**src/rtl/sram_burst_pkg.sv**
```systemverilog
package sram_burst_pkg;
  localparam int BEAT_W = 2;
  typedef logic [BEAT_W-1:0] beat_t;

  // Low address bits for beat k of a burst that starts at 'first'.
  function automatic beat_t beat_low(beat_t first, beat_t k, logic interleave);
    return interleave ? (first ^ k) : beat_t'(first + k);
  endfunction
endpackage

```
**src/rtl/sram_access_ctl.sv**
```systemverilog
module sram_access_ctl #(
  parameter int LANES    = 4,
  parameter int WAKE_CYC = 2
) (
  input  logic             clk,
  input  logic             rst_n,
  input  logic             sleep,
  input  logic             proc_strobe_n,
  input  logic             ctrl_strobe_n,
  input  logic             adv_n,
  input  logic             sel_pri_n,
  input  logic             sel_aux,
  input  logic             gw_n,
  input  logic             bw_n,
  input  logic [LANES-1:0] lane_we_n,
  input  logic             active,
  output logic             load,
  output logic             end_burst,
  output logic             step,
  output logic             do_read,
  output logic             do_write,
  output logic [LANES-1:0] wmask,
  output logic             blk_q
);
  localparam int WK_W = $clog2(WAKE_CYC + 1);

  logic [WK_W-1:0] wake_cnt;
  logic awake, sel_ok, start_p, start_c, cont, any_we;

  // Wake-up gap: the counter is reloaded while asleep and counts down after.
  always_ff @(posedge clk) begin
    if (!rst_n)        wake_cnt <= '0;
    else if (sleep)    wake_cnt <= WK_W'(WAKE_CYC);
    else if (wake_cnt != '0) wake_cnt <= wake_cnt - 1'b1;
  end

  always_comb begin
    awake   = !sleep && (wake_cnt == '0);
    sel_ok  = !sel_pri_n && sel_aux;
    wmask   = !gw_n ? {LANES{1'b1}} : (!bw_n ? ~lane_we_n : '0);
    start_p = awake && !proc_strobe_n && sel_ok;
    start_c = awake && proc_strobe_n && !ctrl_strobe_n && sel_ok;
    cont    = awake && proc_strobe_n && ctrl_strobe_n && active;
    end_burst = awake && !sel_ok && (!proc_strobe_n || !ctrl_strobe_n);
    load    = start_p || start_c;
    step    = cont && !adv_n;
    do_write = (start_c || cont) && (wmask != '0);
    do_read  = start_p || ((start_c || cont) && (wmask == '0));
    any_we  = !gw_n || (lane_we_n != {LANES{1'b1}});
  end

  // Output blanking for the cycle after write enables are sampled low.
  always_ff @(posedge clk) begin
    if (!rst_n) blk_q <= 1'b0;
    else        blk_q <= awake && !start_p && any_we;
  end
endmodule

```
**src/rtl/sram_burst_seq.sv**
```systemverilog
module sram_burst_seq
  import sram_burst_pkg::*;
#(
  parameter int ADDR_W = 6
) (
  input  logic              clk,
  input  logic              rst_n,
  input  logic              load,
  input  logic              step,
  input  logic              end_burst,
  input  logic              order_il,
  input  logic [ADDR_W-1:0] ext_addr,
  output logic              active,
  output logic [ADDR_W-1:0] acc_addr
);
  logic [ADDR_W-1:0] base;
  beat_t beat, next_beat;

  always_ff @(posedge clk) begin
    if (!rst_n) begin
      base   <= '0;
      beat   <= '0;
      active <= 1'b0;
    end else if (load) begin
      base   <= ext_addr;
      beat   <= '0;
      active <= 1'b1;
    end else if (end_burst) begin
      active <= 1'b0;
    end else if (step) begin
      beat <= next_beat;
    end
  end

  always_comb begin
    next_beat = step ? beat_t'(beat + 1'b1) : beat;
    if (load) acc_addr = ext_addr;
    else      acc_addr = {base[ADDR_W-1:BEAT_W],
                          beat_low(base[BEAT_W-1:0], next_beat, order_il)};
  end
endmodule

```
**src/rtl/sram_lane_array.sv**
```systemverilog
module sram_lane_array #(
  parameter int ADDR_W = 6,
  parameter int LANES  = 4,
  parameter int LANE_W = 9
) (
  input  logic                    clk,
  input  logic [ADDR_W-1:0]       addr,
  input  logic                    we,
  input  logic [LANES-1:0]        wmask,
  input  logic [LANES*LANE_W-1:0] wdata,
  output logic [LANES*LANE_W-1:0] rdata
);
  localparam int DEPTH = 1 << ADDR_W;

  for (genvar g = 0; g < LANES; g++) begin : g_lane
    logic [LANE_W-1:0] bank [DEPTH];
    always_ff @(posedge clk) begin
      if (we && wmask[g]) bank[addr] <= wdata[g*LANE_W +: LANE_W];
    end
    assign rdata[g*LANE_W +: LANE_W] = bank[addr];
  end
endmodule

```
**src/rtl/sram_read_pipe.sv**
```systemverilog
module sram_read_pipe #(
  parameter int WORD_W = 36
) (
  input  logic              clk,
  input  logic              rst_n,
  input  logic              issue,
  input  logic [WORD_W-1:0] arr_q,
  output logic [WORD_W-1:0] out_q,
  output logic              out_v
);
  logic [WORD_W-1:0] s1_q;
  logic              s1_v;

  always_ff @(posedge clk) begin
    if (!rst_n) begin
      s1_q <= '0; s1_v <= 1'b0;
      out_q <= '0; out_v <= 1'b0;
    end else begin
      if (issue) s1_q <= arr_q;
      s1_v  <= issue;
      out_q <= s1_q;
      out_v <= s1_v;
    end
  end
endmodule

```
**src/rtl/sram_burst_ctl.sv**
```systemverilog
module sram_burst_ctl
  import sram_burst_pkg::*;
#(
  parameter int ADDR_W   = 6,
  parameter int LANES    = 4,
  parameter int LANE_W   = 9,
  parameter int WAKE_CYC = 2
) (
  input  logic                    clk,
  input  logic                    rst_n,
  input  logic                    sleep,
  input  logic                    order_il,
  input  logic                    proc_strobe_n,
  input  logic                    ctrl_strobe_n,
  input  logic                    adv_n,
  input  logic                    sel_pri_n,
  input  logic                    sel_aux,
  input  logic [ADDR_W-1:0]       addr,
  input  logic                    gw_n,
  input  logic                    bw_n,
  input  logic [LANES-1:0]        lane_we_n,
  input  logic                    oe_n,
  input  logic [LANES*LANE_W-1:0] wdata,
  output logic [LANES*LANE_W-1:0] rdata,
  output logic                    rdata_oe
);
  localparam int WORD_W = LANES * LANE_W;

  logic              load, end_burst, step, do_read, do_write, blk_q, active, out_v;
  logic [LANES-1:0]  wmask;
  logic [ADDR_W-1:0] acc_addr;
  logic [WORD_W-1:0] arr_q;

  sram_access_ctl #(.LANES(LANES), .WAKE_CYC(WAKE_CYC)) u_ctl (
    .clk(clk), .rst_n(rst_n), .sleep(sleep),
    .proc_strobe_n(proc_strobe_n), .ctrl_strobe_n(ctrl_strobe_n), .adv_n(adv_n),
    .sel_pri_n(sel_pri_n), .sel_aux(sel_aux), .gw_n(gw_n), .bw_n(bw_n),
    .lane_we_n(lane_we_n), .active(active), .load(load), .end_burst(end_burst),
    .step(step), .do_read(do_read), .do_write(do_write), .wmask(wmask), .blk_q(blk_q)
  );

  sram_burst_seq #(.ADDR_W(ADDR_W)) u_seq (
    .clk(clk), .rst_n(rst_n), .load(load), .step(step), .end_burst(end_burst),
    .order_il(order_il), .ext_addr(addr), .active(active), .acc_addr(acc_addr)
  );

  sram_lane_array #(.ADDR_W(ADDR_W), .LANES(LANES), .LANE_W(LANE_W)) u_arr (
    .clk(clk), .addr(acc_addr), .we(do_write), .wmask(wmask),
    .wdata(wdata), .rdata(arr_q)
  );

  sram_read_pipe #(.WORD_W(WORD_W)) u_pipe (
    .clk(clk), .rst_n(rst_n), .issue(do_read), .arr_q(arr_q),
    .out_q(rdata), .out_v(out_v)
  );

  // Output enable is combinational in oe_n and sleep; blanking is registered.
  assign rdata_oe = out_v && !oe_n && !blk_q && !sleep;
endmodule

```
**config.mk**
```make
export PLATFORM = sky130hd
export DESIGN_NAME = sram_burst_ctl
export DESIGN_NICKNAME = d
export VERILOG_FILES = /design/src/rtl/sram_burst_pkg.sv /design/src/rtl/sram_access_ctl.sv /design/src/rtl/sram_burst_seq.sv /design/src/rtl/sram_lane_array.sv /design/src/rtl/sram_read_pipe.sv /design/src/rtl/sram_burst_ctl.sv
export SDC_FILE = /design/constraint.sdc
export NUM_CORES = 2
export LEC_CHECK = 0
export BUFFER_PORTS_ARGS = -buffer_cell sky130_fd_sc_hd__buf_4
export CAP_MARGIN = 10
export CORE_MARGIN = 3
export CORE_UTILIZATION = 59
export CTS_BUF_LIST = sky130_fd_sc_hd__clkbuf_8
export DETAILED_ROUTE_END_ITERATION = 10
export MAX_ROUTING_LAYER = met4
export PLACE_DENSITY = 0.78
export SYNTH_ARGS = -nofsm -noshare
export SYNTH_HDL_FRONTEND = slang
export SYNTH_SLANG_ARGS = --single-unit
```
**constraint.sdc**
```tcl
create_clock -name clk -period 4.25 [get_ports clk]
set_input_delay 0.2125 -clock clk [delete_from_list [all_inputs] [get_ports clk]]
set_output_delay 0.2125 -clock clk [all_outputs]
set_load 0.005 [all_outputs]
```
# ---- Word level (Yosys, flattened, before mapping)
# Memory sizes are Yosys's and may differ from the RTL's. A register that Yosys moved wholly into a read port is not among the register bits.
# Index checks and enable logic that the tools add are counted.
dict set report classes {
  bitwise 4
  reduce_logical 51
  n_eq_ne 1
  addsub 3
  n_mux 17
}
# operator count
set ops {}
lappend ops {{1-bit logical AND} 23}
lappend ops {{1-bit logical NOT} 14}
lappend ops {{1-bit two-way mux} 10}
lappend ops {{2-bit two-way mux} 4}
lappend ops {{4-bit two-way mux} 2}
lappend ops {{6-bit two-way mux} 1}
lappend ops {{2-bit nonzero test} 3}
lappend ops {{1-bit logical OR} 5}
lappend ops {{4-bit logical NOT} 1}
lappend ops {{4-bit inequality test, second input constant} 1}
lappend ops {{4-bit inverter} 1}
lappend ops {{4-bit nonzero test} 1}
lappend ops {{2-bit OR reduction} 2}
lappend ops {{2-bit by 1-bit adder with 2-bit output, second input constant} 1}
lappend ops {{2-bit adder} 1}
lappend ops {{2-bit logical NOT} 1}
lappend ops {{1-bit inverter} 2}
lappend ops {{2-bit AND reduction} 1}
lappend ops {{2-bit by 1-bit subtractor with 2-bit output, second input constant} 1}
lappend ops {{2-bit XOR} 1}
dict set report totals {
  input_bits 58
  output_inout_bits 37
  ff_bits 50
  ram_bits 2304
  mem_count 4
}
# memory words word_bits rd rd_clocked_by_memory_dff wr line
set memory_table {}
lappend memory_table {{u_arr.g_lane[0].bank} 64 9 1 1 1 sram_lane_array.sv:16} ;# logic [LANE_W-1:0] bank [DEPTH];
lappend memory_table {{u_arr.g_lane[1].bank} 64 9 1 1 1 sram_lane_array.sv:16}
lappend memory_table {{u_arr.g_lane[2].bank} 64 9 1 1 1 sram_lane_array.sv:16}
lappend memory_table {{u_arr.g_lane[3].bank} 64 9 1 1 1 sram_lane_array.sv:16}

# ---- Logic depth before layout (Yosys ltp)
dict set report logic_depth {
  ltp_word 10
  ltp_mapped 17
}

# ---- By module
# From an unflattened synthesis, not the netlist that was laid out.
dict set report hier_totals {
  hier_cells 5429
  hier_area_um2 91552.8
}
# mod area_each_um2 cells_each n_inst
set by_module_without_submodules {}
lappend by_module_without_submodules {sram_lane_array 88467.3 5163 1}
lappend by_module_without_submodules {sram_read_pipe 2407.3 196 1}
lappend by_module_without_submodules {sram_burst_seq 432.9 41 1}
lappend by_module_without_submodules {sram_access_ctl 230.2 28 1}
lappend by_module_without_submodules {sram_burst_ctl 15.0 1 1}

# ---- Worst setup path before layout
# OpenSTA, ideal clock, no wires.
dict set report synth_path {
  path_type {register to register}
  startpoint {reg u_ctl.wake_cnt[1]}
  endpoint {mem u_arr.g_lane[0].bank[14][0] (enable)}
  setup_slack_ps -297
  path_stages_with_launch 17
  period_less_slack_ps 4547
  setup_ps 374
  t_arrival_ps 4173
  required_time_ps 3876
  cell_sequence {dfxtp_1 > or4b_1 > nor3_1 > xor2_1 > ha_1 > clkbuf_1 > inv_1 > a21oi_1 > nor2_1 > buf_2 > buf_2 > buf_2 > buf_2 > buf_2 > nand2_1 > clkbuf_1 > nor2_1}
}
dict set report synth_via {
  elab_chain_cells 10
}
# item line
set synth_rtl {}
lappend synth_rtl {{start: declaration} sram_access_ctl.sv:27} ;# logic [WK_W-1:0] wake_cnt;
lappend synth_rtl {{start signal: assignment} sram_access_ctl.sv:33} ;# else if (sleep) wake_cnt <= WK_W'(WAKE_CYC);
lappend synth_rtl {{start signal: assignment} sram_access_ctl.sv:34} ;# else if (wake_cnt != '0) wake_cnt <= wake_cnt - 1'b1;
lappend synth_rtl {{2-bit logical NOT (*)} sram_access_ctl.sv:38} ;# awake = !sleep && (wake_cnt == '0);
lappend synth_rtl {{1-bit logical AND (*)} sram_access_ctl.sv:38}
lappend synth_rtl {{1-bit logical AND (*) (3 in series)} sram_access_ctl.sv:43} ;# cont = awake && proc_strobe_n && ctrl_strobe_n && active;
lappend synth_rtl {{1-bit logical AND (*)} sram_access_ctl.sv:46} ;# step = cont && !adv_n;
lappend synth_rtl {{2-bit two-way mux (*)} sram_burst_seq.sv:36} ;# next_beat = step ? beat_t'(beat + 1'b1) : beat;
lappend synth_rtl {{net u_seq.next_beat[0]} sram_burst_seq.sv:17} ;# beat_t beat, next_beat;
lappend synth_rtl {{2-bit adder / 2-bit XOR (equally long branches)} sram_burst_pkg.sv:7} ;# return interleave ? (first ^ k) : beat_t'(first + k);
lappend synth_rtl {{2-bit two-way mux (*)} sram_burst_pkg.sv:7}
lappend synth_rtl {{6-bit two-way mux (*)} sram_burst_seq.sv:37} ;# if (load) acc_addr = ext_addr;
lappend synth_rtl {{end: declaration} sram_lane_array.sv:16}
# The timed path passes the listed nets; every way through them passes the cells marked *.

# ---- Worst setup path after layout
dict set report layout_path {
  startpoint {reg u_ctl.wake_cnt[0]}
  endpoint {reg u_pipe.s1_q[21], read port of u_arr.g_lane[2].bank}
}
dict set report layout_via {
  elab_chain_cells 10
}
# item line
set layout_rtl {}
lappend layout_rtl {{2-bit logical NOT (*)} sram_access_ctl.sv:38}
lappend layout_rtl {{1-bit logical AND (*)} sram_access_ctl.sv:38}
lappend layout_rtl {{1-bit logical AND (*) (3 in series)} sram_access_ctl.sv:43}
lappend layout_rtl {{1-bit logical AND (*)} sram_access_ctl.sv:46}
lappend layout_rtl {{2-bit two-way mux (*)} sram_burst_seq.sv:36}
lappend layout_rtl {{net u_seq.next_beat[0]} sram_burst_seq.sv:17}
lappend layout_rtl {{2-bit adder / 2-bit XOR (equally long branches)} sram_burst_pkg.sv:7}
lappend layout_rtl {{2-bit two-way mux (*)} sram_burst_pkg.sv:7}
lappend layout_rtl {{6-bit two-way mux (*)} sram_burst_seq.sv:37}
lappend layout_rtl {{end: declaration} sram_read_pipe.sv:11} ;# logic [WORD_W-1:0] s1_q;
# Marks and branches as above.
# A chain may end at the register's enable or synchronous reset.

==> metrics.txt <==
# TYPE chip_impl_metric gauge
chip_impl_metric{name="die_height",unit="microns"} 405.7
chip_impl_metric{name="number_of_enable_flip_flop_cells_after_synthesis",unit=""} 2304
chip_impl_metric{name="yosys_warnings",unit=""} 0
chip_impl_metric{name="finClkSkew",unit="ns"} 0.07240
chip_impl_metric{name="post-place-cells",unit=""} 8870
chip_impl_info{name="setup_repair_after_global_routing_missed_its_margin",value="yes"} 1
chip_impl_metric{name="port-buffer-count",unit=""} 94
chip_impl_metric{name="route.vias.total",unit=""} 65430
chip_impl_metric{name="detailed_route_vias_per_instance",unit=""} 6.747
chip_impl_info{name="commonest_cells_after_routing_fill_and_taps_aside",value="edfxtp_1, buf_4, mux2i_1"} 1
chip_impl_metric{name="gp_congestion",unit=""} 1.030
chip_impl_metric{name="hpwl",unit="mm"} 209.1
chip_impl_info{name="outcome",value="finished with violations"} 1
chip_impl_metric{name="met2RoutedLength",unit="mm"} 141.2
chip_impl_metric{name="yosys.cell_types.count",unit=""} 72
chip_impl_metric{name="drtPass1Iterations",unit=""} 10
chip_impl_metric{name="ios",unit=""} 95
chip_impl_metric{name="clk_latency",unit="ns"} 1.10
chip_impl_info{name="hold_class",value="input port to register"} 1
chip_impl_info{name="layout.cells.most_common",value="edfxtp_1"} 1
chip_impl_metric{name="initial_util",unit="%"} 59.45
chip_impl_metric{name="power.share.switching",unit="%"} 22.66
chip_impl_metric{name="fmaxAchievable",unit="MHz"} 225.8
chip_impl_metric{name="global_route_wire_length_before_repair",unit="mm"} 448.4
chip_impl_info{name="cell_by_cell_listing_of_the_critical_path",value="or4b_4 -> nor3_4 -> xor2_2 -> ha_4 -> nor2b_4 -> xnor2_4 -> buf_6 -> xor2_4 -> buf_6 -> a21oi_4 -> buf_12 -> buf_8 -> buf_4 -> o22ai_2 -> a222oi_1 -> buf_4 -> nand4_1 -> o32a_1"} 1
chip_impl_metric{name="drt_first_iter_violations",unit=""} 11110
chip_impl_info{name="synth_top_flop_cell",value="edfxtp_1"} 1
chip_impl_metric{name="cts_buffers",unit=""} 382
chip_impl_info{name="worst_setup_path_start_kind",value="register"} 1
chip_impl_metric{name="timing.final.setup_violations",unit=""} 18
chip_impl_metric{name="cts.htree.levels",unit=""} 5
chip_impl_metric{name="final_critical_path_setup_slack",unit="ns"} -0.1793
chip_impl_metric{name="max-slew-margin-rel",unit="%"} 12.27
chip_impl_metric{name="critPathRequiredTime",unit="ns"} 5.21
chip_impl_metric{name="netlist_area",unit="sq um"} 94270
chip_impl_metric{name="dpl-instance-area",unit="sq um"} 106300
chip_impl_metric{name="clock_tree.buffer_depth",unit=""} 4
chip_impl_metric{name="ys_seq_elements",unit=""} 2390
chip_impl_info{name="setup.worst_path.class",value="register to register"} 1
chip_impl_metric{name="groute.usage.overall",unit="%"} 39.83
chip_impl_metric{name="initial_antenna_violation_count",unit=""} 33
chip_impl_metric{name="cts.clk_slew.worst_paths",unit="ns"} 0.07
chip_impl_info{name="cts_tree",value="done"} 1
chip_impl_metric{name="pwr-share-comb",unit="%"} 5.3
chip_impl_metric{name="timing_worst_slew_pin_value",unit="ns"} 1.311
chip_impl_metric{name="max_cap_violations",unit=""} 0
chip_impl_metric{name="floorplan.die_area",unit="sq um"} 164600
chip_impl_info{name="cpLargestDelayFamily",value="compound AO/OA/AOI/OAI gates"} 1
chip_impl_metric{name="layout_min_cycle_time",unit="ns"} 4.429
chip_impl_metric{name="critPathMaxStageDelay",unit="ns"} 0.55
chip_impl_metric{name="met1Wirelength",unit="mm"} 112.1
chip_impl_metric{name="globalRoute.totalOverflow",unit=""} 0
chip_impl_metric{name="worstPathMaxFanout",unit=""} 8
chip_impl_metric{name="finish.cell_count_without_fillers",unit=""} 9697
chip_impl_info{name="critical_path.slowest_cell",value="or4b_4"} 1
chip_impl_metric{name="route.detailed.drc",unit=""} 0
chip_impl_metric{name="power.clock.fraction",unit="%"} 39.4
chip_impl_metric{name="min_period_over_period",unit="%"} 104.2
chip_impl_metric{name="synthToLayoutAreaGrowth",unit="%"} 22.75
chip_impl_metric{name="first_global_vias",unit=""} 62670
chip_impl_metric{name="async_flop_share",unit="%"} 0
chip_impl_metric{name="report.power.total",unit="uW"} 46720
chip_impl_metric{name="mappedNetlistNets",unit=""} 6124
chip_impl_metric{name="psw",unit="uW"} 10580
chip_impl_metric{name="final_net_count",unit=""} 7371
chip_impl_metric{name="cp.buffers_inverters",unit=""} 6
chip_impl_metric{name="cts_num_sinks",unit=""} 2390
chip_impl_metric{name="routed_wire_length_per_instance",unit="microns"} 33.49
chip_impl_metric{name="die_x",unit="microns"} 405.7
chip_impl_info{name="failing_checks",value="setup timing"} 1
chip_impl_metric{name="average_cell_area_after_synthesis",unit="sq um"} 15.54
chip_impl_metric{name="cellPowerDensity",unit="nW/um^2"} 403.7
chip_impl_metric{name="leakage",unit="uW"} 0.04434
chip_impl_metric{name="worst_ep_arrival_time",unit="ns"} 5.39
chip_impl_metric{name="final_layout_size_suffix_gt1_share",unit="%"} 26.16
chip_impl_metric{name="finalMaxSlewViolations",unit=""} 0
chip_impl_metric{name="ir_worst_vdd",unit="V"} 0.0003689
chip_impl_metric{name="coreArea",unit="sq um"} 158600
chip_impl_metric{name="routed_wl",unit="mm"} 324.8
chip_impl_metric{name="maximum_number_of_pins_on_one_net_before_global_route_repair",unit=""} 65
chip_impl_metric{name="finalHoldViolations",unit=""} 0
chip_impl_metric{name="route.met3.wl",unit="mm"} 49.18
chip_impl_metric{name="cellInternalPower",unit="uW"} 36130
chip_impl_metric{name="rows",unit=""} 146
chip_impl_metric{name="seqPwrFrac",unit="%"} 55.3
chip_impl_metric{name="netlist_instances",unit=""} 6065
chip_impl_metric{name="antenna_violating_nets_post_route",unit=""} 0
chip_impl_info{name="clockRootBuffer",value="clkbuf_8"} 1
chip_impl_info{name="cp-end-kind",value="register"} 1
chip_impl_metric{name="yosysSeqAreaShare",unit="%"} 75.22
chip_impl_metric{name="final_design_area_no_fill",unit="sq um"} 115700
chip_impl_info{name="routed.top_layer",value="met4"} 1
[cells in the mapped netlist, drive strengths merged, types with 19 or more instances]
| cell type | number | share of area [%] |
|---|---|---|
| a2111oi | 66 | 0.62 |
| a21boi | 20 | 0.16 |
| a21oi | 151 | 0.80 |
| a221o | 36 | 0.38 |
| a221oi | 58 | 0.54 |
| a222oi | 34 | 0.36 |
| a22o | 19 | 0.18 |
| a22oi | 34 | 0.27 |
| a31oi | 47 | 0.33 |
| a32oi | 19 | 0.18 |
| and2 | 38 | 0.25 |
| and3 | 33 | 0.22 |
| buf | 147 | 0.72 |
| clkbuf | 247 | 0.99 |
| dfxtp | 86 | 1.8 |
| edfxtp | 2304 | 73 |
| mux2 | 52 | 0.62 |
| mux2i | 736 | 7.8 |
| nand2 | 729 | 2.9 |
| nand3 | 117 | 0.62 |
| nand4 | 49 | 0.33 |
| nor2 | 349 | 1.4 |
| nor3 | 122 | 0.65 |
| nor4 | 41 | 0.27 |
| o21ai | 70 | 0.37 |
| o22a | 30 | 0.28 |
| o22ai | 190 | 1.3 |
| o32a | 23 | 0.24 |
| o32ai | 67 | 0.62 |
[cells by family after synthesis]
logic type	share of synthesized area (%)
AOI/OAI and AO/OA	7.575
xor gates and xnor gates	0.06372
adders and majority gates	0.01327
buffers and inverters	1.716
DFF	75.22
muxes	8.460
and+or+nand+nor	6.950
[tightest hold or removal path, cell delays in order]
cell and delay (ns):
buf_4 0.08, o21ai_1 0.07, buf_4 0.22, nand3_2 0.27
nor2_4 0.13
[through the flow]
stage	TNS [ns]	hold slack (ns)	util, %	setup slack [ns]
final	-1.114	0.1045	72.98	-0.1793
after global routing	-2.435	0.07728	72.97	-0.2182
after CTS	-0.2427	0.03850	72.21	-0.09394
after detailed placement	-10.14	0.4469	67.06	-0.5930
after global placement	-11.18	0.4449	67.06	-0.6267
after floorplan	-89.37	0.2887	-	-0.09374
[state kept, by name, summed over array words and instances, names as in the netlist, 2 cells and up]
signal             cells
u_ctl.wake_cnt         2
u_arr.g_lane.bank   2304
u_seq.beat             2
u_pipe.s1_q           36
u_pipe.out_q          36
u_seq.base             6
[layout make-up]
class                   count  area [sq um]
well taps                2072          2592
clock inverters           264          1360
inverters                   3         11.26
multi-input cells        3279         23200
fillers                  9639         42850
flip-flops and latches   2390         70910
repair buffers           1256         11960
clock buffers             408          5615
diodes                     25         62.56
[routing by layer]
metal	vias to the layer above	global-route usage [%]
li1	26480	-
met1	31900	51.45
met2	5777	56.34
met3	1266	12.35
met4	0	22.44
met5	-	-
[repair_timing]
action / CTS / global route
hold buffers: 67 / 0
hold endpoints to repair: 2363 / 0
gates resized for setup: 58 / 135
pin swaps: 22 / 48
setup endpoints to repair: 62 / 250
buffers inserted: 23 / 31
cloned: 2 / 8
[path summary, 6_finish.rpt]
kind / startpoint / end / cells past startpoint / slack [ns]
setup / recovery: u_ctl.wake_cnt[0]$_SDFFE_PP0P_ / u_pipe.s1_q[21]$_SDFFE_PN0P_ / 18 / -0.18
hold / removal: lane_we_n[0] / u_arr.g_lane[0].bank[30][8]$_DFFE_PP_ / 5 / 0.10
setup reg to reg: u_ctl.wake_cnt[0]$_SDFFE_PP0P_ / u_pipe.s1_q[21]$_SDFFE_PN0P_ / 18 / -0.18
hold reg to reg: u_pipe.s1_q[35]$_SDFFE_PN0P_ / u_pipe.out_q[35]$_SDFF_PN0_ / 1 / 0.47
[power by group through the flow]
stage          clock network [uW]  registers, uW  logic [uW]
6_report                    18400          25800        2460
3_3_place_gp                    0          26300        2150
3_5_place_dp                    0          26300        2190
5_1_grt                     19500          25800        2490
4_1_cts                     18400          25800        2290
2_1_floorplan                   0          26300         862
Power figures use the tool's default switching activity.
